$ cat src/rtl/eic_pkg.sv
package eic_pkg;

    localparam int BUS_W   = 32;
    localparam int ADDR_W  = 12;
    localparam int SENSE_W = 6;

    // Sense codes held in the low field of each configuration word
    localparam logic [SENSE_W-1:0] SENSE_LVL_LO = 6'h01;
    localparam logic [SENSE_W-1:0] SENSE_LVL_HI = 6'h02;
    localparam logic [SENSE_W-1:0] SENSE_FALL   = 6'h04;
    localparam logic [SENSE_W-1:0] SENSE_RISE   = 6'h08;
    localparam logic [SENSE_W-1:0] SENSE_BOTH   = 6'h0C;

    // Register offsets
    localparam logic [ADDR_W-1:0] OFS_PEND     = 12'h000;
    localparam logic [ADDR_W-1:0] OFS_EN_CLR   = 12'h004;
    localparam logic [ADDR_W-1:0] OFS_EN_SET   = 12'h008;
    localparam logic [ADDR_W-1:0] OFS_STATUS   = 12'h100;
    localparam logic [ADDR_W-1:0] OFS_LEVEL    = 12'h104;
    localparam logic [ADDR_W-1:0] OFS_CFG_BASE = 12'h180;

    typedef enum logic [2:0] {
        DET_OFF,
        DET_LVL_LO,
        DET_LVL_HI,
        DET_FALL,
        DET_RISE,
        DET_BOTH
    } det_mode_e;

    typedef enum logic [2:0] {
        ACC_NONE,
        ACC_PEND,
        ACC_EN_CLR,
        ACC_EN_SET,
        ACC_STATUS,
        ACC_LEVEL,
        ACC_CFG
    } acc_kind_e;

    typedef struct packed {
        acc_kind_e  kind;
        logic [4:0] idx;
    } acc_dec_t;

    function automatic det_mode_e sense_to_mode(input logic [SENSE_W-1:0] code);
        det_mode_e m;
        case (code)
            SENSE_LVL_LO: m = DET_LVL_LO;
            SENSE_LVL_HI: m = DET_LVL_HI;
            SENSE_FALL:   m = DET_FALL;
            SENSE_RISE:   m = DET_RISE;
            SENSE_BOTH:   m = DET_BOTH;
            default:      m = DET_OFF;
        endcase
        return m;
    endfunction

    function automatic logic line_hit(input det_mode_e m, input logic lvl, input logic prev);
        logic h;
        case (m)
            DET_LVL_LO: h = ~lvl;
            DET_LVL_HI: h = lvl;
            DET_FALL:   h = prev & ~lvl;
            DET_RISE:   h = lvl & ~prev;
            DET_BOTH:   h = lvl ^ prev;
            default:    h = 1'b0;
        endcase
        return h;
    endfunction

    function automatic acc_dec_t decode_addr(input logic [ADDR_W-1:0] a,
                                             input int unsigned n_lines);
        acc_dec_t d;
        d.kind = ACC_NONE;
        d.idx  = a[6:2];
        case (a)
            OFS_PEND:   d.kind = ACC_PEND;
            OFS_EN_CLR: d.kind = ACC_EN_CLR;
            OFS_EN_SET: d.kind = ACC_EN_SET;
            OFS_STATUS: d.kind = ACC_STATUS;
            OFS_LEVEL:  d.kind = ACC_LEVEL;
            default: begin
                if (a[ADDR_W-1:7] == OFS_CFG_BASE[ADDR_W-1:7] && a[1:0] == 2'b00
                    && {27'd0, a[6:2]} < n_lines)
                    d.kind = ACC_CFG;
            end
        endcase
        return d;
    endfunction

endpackage

$ cat src/rtl/eic_sync.sv
module eic_sync #(
    parameter int N      = 32,
    parameter int STAGES = 2
) (
    input  logic         clk,
    input  logic         rst,
    input  logic [N-1:0] raw,
    output logic [N-1:0] lvl,
    output logic [N-1:0] prev
);

    generate
        for (genvar i = 0; i < N; i++) begin : g_line
            logic [STAGES-1:0] stg_q;
            logic              prev_q;

            always_ff @(posedge clk) begin
                if (rst) begin
                    stg_q  <= '0;
                    prev_q <= 1'b0;
                end else begin
                    stg_q  <= {stg_q[STAGES-2:0], raw[i]};
                    prev_q <= stg_q[STAGES-1];
                end
            end

            assign lvl[i]  = stg_q[STAGES-1];
            assign prev[i] = prev_q;
        end
    endgenerate

endmodule

$ cat src/rtl/eic_detect.sv
module eic_detect
    import eic_pkg::*;
#(
    parameter int N = 32
) (
    input  logic                    clk,
    input  logic                    rst,
    input  logic [N-1:0]            lvl,
    input  logic [N-1:0]            prev,
    input  logic [N-1:0][SENSE_W-1:0] sense,
    input  logic [N-1:0]            clr_mask,
    output logic [N-1:0]            status_q
);

    logic [N-1:0] hit;

    generate
        for (genvar i = 0; i < N; i++) begin : g_hit
            assign hit[i] = line_hit(sense_to_mode(sense[i]), lvl[i], prev[i]);
        end
    endgenerate

    // New detections are ORed in after the clear, so they win a same-cycle race
    always_ff @(posedge clk) begin
        if (rst) status_q <= '0;
        else     status_q <= (status_q & ~clr_mask) | hit;
    end


    ack_clears_chk: assert property (@(posedge clk) disable iff (rst)
        (|(clr_mask & ~hit)) |=> ((status_q & $past(clr_mask & ~hit)) == '0));


    hit_wins_chk: assert property (@(posedge clk) disable iff (rst)
        (|hit) |=> ((status_q & $past(hit)) == $past(hit)));


    status_hold_chk: assert property (@(posedge clk) disable iff (rst)
        (|status_q) |=> ((status_q & $past(status_q & ~clr_mask)) == $past(status_q & ~clr_mask)));

endmodule

$ cat src/rtl/eic_regs.sv
module eic_regs
    import eic_pkg::*;
#(
    parameter int N = 32
) (
    input  logic                      clk,
    input  logic                      rst,
    input  logic [ADDR_W-1:0]         bus_addr,
    input  logic                      bus_wr,
    input  logic [BUS_W-1:0]          bus_wdata,
    input  logic                      bus_rd,
    output logic [BUS_W-1:0]          bus_rdata,
    input  logic [N-1:0]              status_q,
    input  logic [N-1:0]              pend,
    input  logic [N-1:0]              lvl,
    output logic [N-1:0]              en_q,
    output logic [N-1:0][SENSE_W-1:0] sense,
    output logic [N-1:0]              clr_mask
);

    localparam int IDX_W = (N > 1) ? $clog2(N) : 1;

    acc_dec_t        dec;
    logic [N-1:0]    wmask;
    logic [BUS_W-1:0] cfg_word [N];
    logic [BUS_W-1:0] rd_mux;

    assign dec      = decode_addr(bus_addr, N);
    assign wmask    = bus_wdata[N-1:0];
    assign clr_mask = (bus_wr && dec.kind == ACC_STATUS) ? wmask : '0;

    // Enable mask: separate set and clear addresses
    always_ff @(posedge clk) begin
        if (rst) begin
            en_q <= '0;
        end else if (bus_wr) begin
            case (dec.kind)
                ACC_EN_SET: en_q <= en_q | wmask;
                ACC_EN_CLR: en_q <= en_q & ~wmask;
                default:    ;
            endcase
        end
    end

    // Per-line configuration words
    generate
        for (genvar i = 0; i < N; i++) begin : g_cfg
            logic [BUS_W-1:0] word_q;
            always_ff @(posedge clk) begin
                if (rst)
                    word_q <= '0;
                else if (bus_wr && dec.kind == ACC_CFG && dec.idx == 5'(i))
                    word_q <= bus_wdata;
            end
            assign cfg_word[i] = word_q;
            assign sense[i]    = word_q[SENSE_W-1:0];
        end
    endgenerate

    always_comb begin
        rd_mux = '0;
        case (dec.kind)
            ACC_PEND:               rd_mux[N-1:0] = pend;
            ACC_EN_CLR, ACC_EN_SET: rd_mux[N-1:0] = en_q;
            ACC_STATUS:             rd_mux[N-1:0] = status_q;
            ACC_LEVEL:              rd_mux[N-1:0] = lvl;
            ACC_CFG:                rd_mux = cfg_word[dec.idx[IDX_W-1:0]];
            default:                ;
        endcase
    end

    always_ff @(posedge clk) begin
        if (rst)         bus_rdata <= '0;
        else if (bus_rd) bus_rdata <= rd_mux;
    end


    en_set_chk: assert property (@(posedge clk) disable iff (rst)
        (bus_wr && dec.kind == ACC_EN_SET) |=>
            (en_q == ($past(en_q) | $past(wmask))));


    en_clr_chk: assert property (@(posedge clk) disable iff (rst)
        (bus_wr && dec.kind == ACC_EN_CLR) |=>
            (((en_q & $past(wmask)) == '0) && ((en_q & ~$past(wmask)) == ($past(en_q) & ~$past(wmask)))));


    en_quiet_chk: assert property (@(posedge clk) disable iff (rst)
        !(bus_wr && (dec.kind == ACC_EN_SET || dec.kind == ACC_EN_CLR)) |=> $stable(en_q));

endmodule

$ cat src/rtl/ext_irq_ctrl.sv
module ext_irq_ctrl
    import eic_pkg::*;
#(
    parameter int N_LINES     = 32,
    parameter int SYNC_STAGES = 2
) (
    input  logic                 clk,
    input  logic                 rst,
    input  logic [ADDR_W-1:0]    bus_addr,
    input  logic                 bus_wr,
    input  logic [BUS_W-1:0]     bus_wdata,
    input  logic                 bus_rd,
    output logic [BUS_W-1:0]     bus_rdata,
    input  logic [N_LINES-1:0]   irq_line_in,
    output logic [N_LINES-1:0]   irq_out
);

    logic [N_LINES-1:0]              lvl;
    logic [N_LINES-1:0]              prev;
    logic [N_LINES-1:0][SENSE_W-1:0] sense;
    logic [N_LINES-1:0]              clr_mask;
    logic [N_LINES-1:0]              status_q;
    logic [N_LINES-1:0]              en_q;
    logic [N_LINES-1:0]              pend;

    eic_sync #(.N(N_LINES), .STAGES(SYNC_STAGES)) u_sync (
        .clk  (clk),
        .rst  (rst),
        .raw  (irq_line_in),
        .lvl  (lvl),
        .prev (prev)
    );

    eic_detect #(.N(N_LINES)) u_detect (
        .clk      (clk),
        .rst      (rst),
        .lvl      (lvl),
        .prev     (prev),
        .sense    (sense),
        .clr_mask (clr_mask),
        .status_q (status_q)
    );

    eic_regs #(.N(N_LINES)) u_regs (
        .clk       (clk),
        .rst       (rst),
        .bus_addr  (bus_addr),
        .bus_wr    (bus_wr),
        .bus_wdata (bus_wdata),
        .bus_rd    (bus_rd),
        .bus_rdata (bus_rdata),
        .status_q  (status_q),
        .pend      (pend),
        .lvl       (lvl),
        .en_q      (en_q),
        .sense     (sense),
        .clr_mask  (clr_mask)
    );

    assign pend    = status_q & en_q;
    assign irq_out = pend;


    masked_quiet_chk: assert property (@(posedge clk) disable iff (rst)
        ($past(en_q) == '0 && en_q == '0) |-> (irq_out == '0));

endmodule

$ cat config.mk
export PLATFORM = sky130hd
export DESIGN_NAME = ext_irq_ctrl
export DESIGN_NICKNAME = d
export VERILOG_FILES = /design/src/rtl/eic_pkg.sv /design/src/rtl/eic_sync.sv /design/src/rtl/eic_detect.sv /design/src/rtl/eic_regs.sv /design/src/rtl/ext_irq_ctrl.sv
export SDC_FILE = /design/constraint.sdc
export NUM_CORES = 2
export LEC_CHECK = 0
export CAP_MARGIN = 20
export CORE_UTILIZATION = 35
export CTS_CLUSTER_SIZE = 12
export DETAILED_ROUTE_END_ITERATION = 10
export DONT_BUFFER_PORTS = 1
export PLACE_DENSITY = 0.54
export RECOVER_POWER = 25
export SLEW_MARGIN = 20
export SYNTH_ARGS = -nofsm -noshare
export SYNTH_HDL_FRONTEND = slang
export SYNTH_SLANG_ARGS = --single-unit
$ cat constraint.sdc
create_clock -name clk -period 4.3 [get_ports clk]
set_clock_uncertainty 0.1 [all_clocks]
set_input_delay 0.645 -clock clk [delete_from_list [all_inputs] [get_ports clk]]
set_output_delay 0.645 -clock clk [all_outputs]
set_load 0.02 [all_outputs]
==> summary.md <==
| Metric | Value |
|---|---|
| Outcome | complete, but fails checks |
| Failing checks | max-capacitance violations, max-slew violations |
| Worst slew margin | -99.8% |
| Int Pwr | 0.0183 W |
| WP data arrival | 4850 ps |
| Worst slew pin tran | between 2000 and 3000 ps |
| Power share of the clock group | a little under half |
| GRT Util Overall | between 20% and 30% |
| Critical path class | in2reg |
| Minimum clock period | 4240 ps |
| Chip Width | 398 microns |
| FP Rows | between 100 and 150 |
| NetSw | roughly 0.0057 W |
| Number of DRC violations after detailed-routing iteration 0 | 5927 |
| Post-synthesis sequential area ratio | 44.3% |
| Initial core utilization | 35.2% |
| Chip height | 398 microns |
| Clk_lat worst skew | 790 ps |
| CTS H-tree lvls | 4 |
| Post-synthesis cell count | between 6000 and 7000 |
| Number of diodes | 0 |
| Post-Place Cells | 8198 |
| Hold Crit Class | in2reg |
| P_leak | 21.1 nW |
| Max-capacitance violation count | 6 |
| CP endpoint kind | flop |
| Most frequent cells in the layout | nand2_1 (2165), dfxtp_1 (1216), a21oi_1 (1032), dlygate4sd3_1 (247), mux4_2 (198) |
| Antenna viol nets, final | 0 |
| Sequential cell fraction of total power | 47.3% |
| Yosys warns | 0 |
| Ys flop type | dfxtp_1 |
| Core area | 156000 sq um |
| Share of flip-flops with an asynchronous set or reset | 0% |
| Tcrit/Tclk final | between 90% and 100% |
| Sw frac | a little under a quarter |
| Synth Net Count | 6765 |
| Post-CTS setup buffer count | 0 |
| Grt total ovfl | 0 |
| Drt drc | 0 |
| Flops & latches, synth | 1216 |
| Synthesized area per cell | 8.30 sq um |
| Global-route wire length before repair | 319 mm |
| CTS Buffer Depth | 3 |
| CTS Buf Count | 134 |
| Commonest non-fill, non-tap cell in the layout | nand2_1 |
| Drt wl/cell | between 20 and 30 microns |
| Post-synth EDFFs | 0 |
| Final Non-Filler Cells | slightly below 9000 |
| CTS root buf | clkbuf_16 |
| CTS tree | built |
| Routability cong. | 0.896 |
| Clock-pin slew on the worst setup and hold paths | 60 ps |
| Vias in the first global route | 46351 |
| DP HPWL | between 100 and 150 mm |
| Worst endpoint required time | 4910 ps |
| Layout area overhead | 16.1% |
| Peak VDD IR | ~340 uV |
| Fmax | 0.236 GHz |
| PostCTS Resize Cnt | 0 |
| Port Buffers | 0 |
| Setup Total Neg Slack | 0 ps |
| Vias per cell | 5.68 |
| Synthesized area | 55000 sq um |
| Clock tree sinks | 1216 |
| Nets | 6705 |
| Share of cells above drive strength 1 | 11.9% |
| Critical path startpoint category | input port |
| Routed WL | 221 mm |
| Full die area | 159000 sq um |
| Comb power frac | 4.9% |
| PwrDens | 376 nW/um^2 |
| Fin. Hold Viols | 0 |
| DR vias | a little under 50000 |
| Unrepaired setup endpoints after global routing | false |
| Post-synth cell types | 70 |
| Worst hold slack | 41.8 ps |
| IO Pins | around 140 |
| Largest net degree at the start of global routing | roughly 870 |
| Initial antenna violation count | 7 |
| Maximum net fanout on the critical path | around 310 |
| Drt pass-1 iters | 6 |
| Setup Viol. Count Final | 0 |
| Slew Viols, Final | a little under 600 |
[stage by stage]
stage                     utilization [%]  power [W]  area (sq um)  setup slack, ps
after floorplan                         -     0.0123         55000             1380
after global placement               36.0     0.0121         56200              586
after detailed placement             36.0     0.0121         56200              559
after CTS                            40.9     0.0239         63800              867
after global routing                 40.9     0.0246         63800              360
final                                40.9     0.0240         63800             60.2
[final timing paths]
path | startpoint | end | slack [ps] | depth (start not counted)
worst max-delay path | bus_addr[3] | u_regs.g_cfg[24].word_q[3]$_SDFFE_PP0P_ | 60 | 7
worst min-delay path | bus_wdata[26] | u_detect.status_q[26]$_SDFF_PP0_ | 40 | 3
worst min register to register | u_sync.g_line[4].stg_q[0]$_SDFF_PP0_ | u_sync.g_line[4].stg_q[1]$_SDFF_PP0_ | 340 | 1
worst max register to register | u_regs.g_cfg[18].word_q[0]$_SDFFE_PP0P_ | u_regs.bus_rdata[0]$_SDFFE_PP0P_ | 1650 | 5
[power groups by stage]
stage | sequential, W | combinational (W) | clock, W
after global placement | 0.0116 | 0.000538 | 0
after floorplan | 0.0116 | 0.000765 | 0
after global routing | 0.0114 | 0.00119 | 0.0120
after CTS | 0.0114 | 0.000995 | 0.0116
after detailed placement | 0.0116 | 0.000542 | 0
final | 0.0114 | 0.00118 | 0.0115
[worst max-delay path, stage by stage]
cell           delay [ps]
or2_0                1740
buf_4                 500
or3_1                 170
buf_4                 300
nand2_1                90
a21oi_1               150
dlygate4sd3_1         590
[cell type report]
cell class                 instances  area (sq um)
clock inverter                    27           277
tap                             2058          2570
clock buffer                     210          4000
fill                           15404         92200
inverter                          96           362
sequential                      1216         24300
multi-input combinational       4682         27700
timing repair buffer             431          4530
[cell usage after synthesis, drive strengths merged, types with 14 or more instances]
cell	instances	share of area [%]
o221ai	15	0.24
nor3	73	0.89
inv	95	0.65
o211ai	48	0.66
or3	27	0.31
nand3b	20	0.27
a22oi	18	0.25
a221o	32	0.58
o22ai	56	0.64
nor2b	69	0.79
clkbuf	409	2.8
a211oi	56	0.77
nand4	16	0.18
nor2	181	1.2
ha	64	1.5
buf	218	2.2
and2	34	0.39
mux2i	143	2.6
nand2	2167	15
mux2	67	1.4
a21o	14	0.19
o21ai	65	0.59
a21oi	1122	11
mux4	198	8.1
nand2b	15	0.17
nor4	17	0.20
a311oi	20	0.32
dfxtp	1216	44
[state kept, by name, summed over array words and instances, names as in the netlist, named ones only]
name	flops
u_detect.status_q	32
u_sync.g_line.stg_q	64
u_regs.bus_rdata	32
u_sync.g_line.prev_q	32
u_regs.g_cfg.word_q	1024
[logic make-up after synthesis]
logic type | Yosys count | share of synthesized area (%)
flops | 1216 | 44.3
compound gates | 1549 | 16.7
buf+inv | 723 | 5.68
mux | 408 | 12.1
xor+xnor | 3 | 0.0478
simple gates | 2658 | 19.8
fa+ha+maj | 64 | 1.46
[what timing repair did]
action,CTS,global route
endpoints found under the setup margin,0,0
endpoints found under the hold margin,1180,0
hold buffers,281,0
[layer usage]
metal,vias up,part of all wire (%),global-route usage [%]
li1,22380,-,-
met1,24193,41,35.6
met2,2453,44,42.1
met3,497,9.4,5.41
met4,4,5.4,13.8
met5,-,0.012,0
Power figures use the tool's default switching activity.
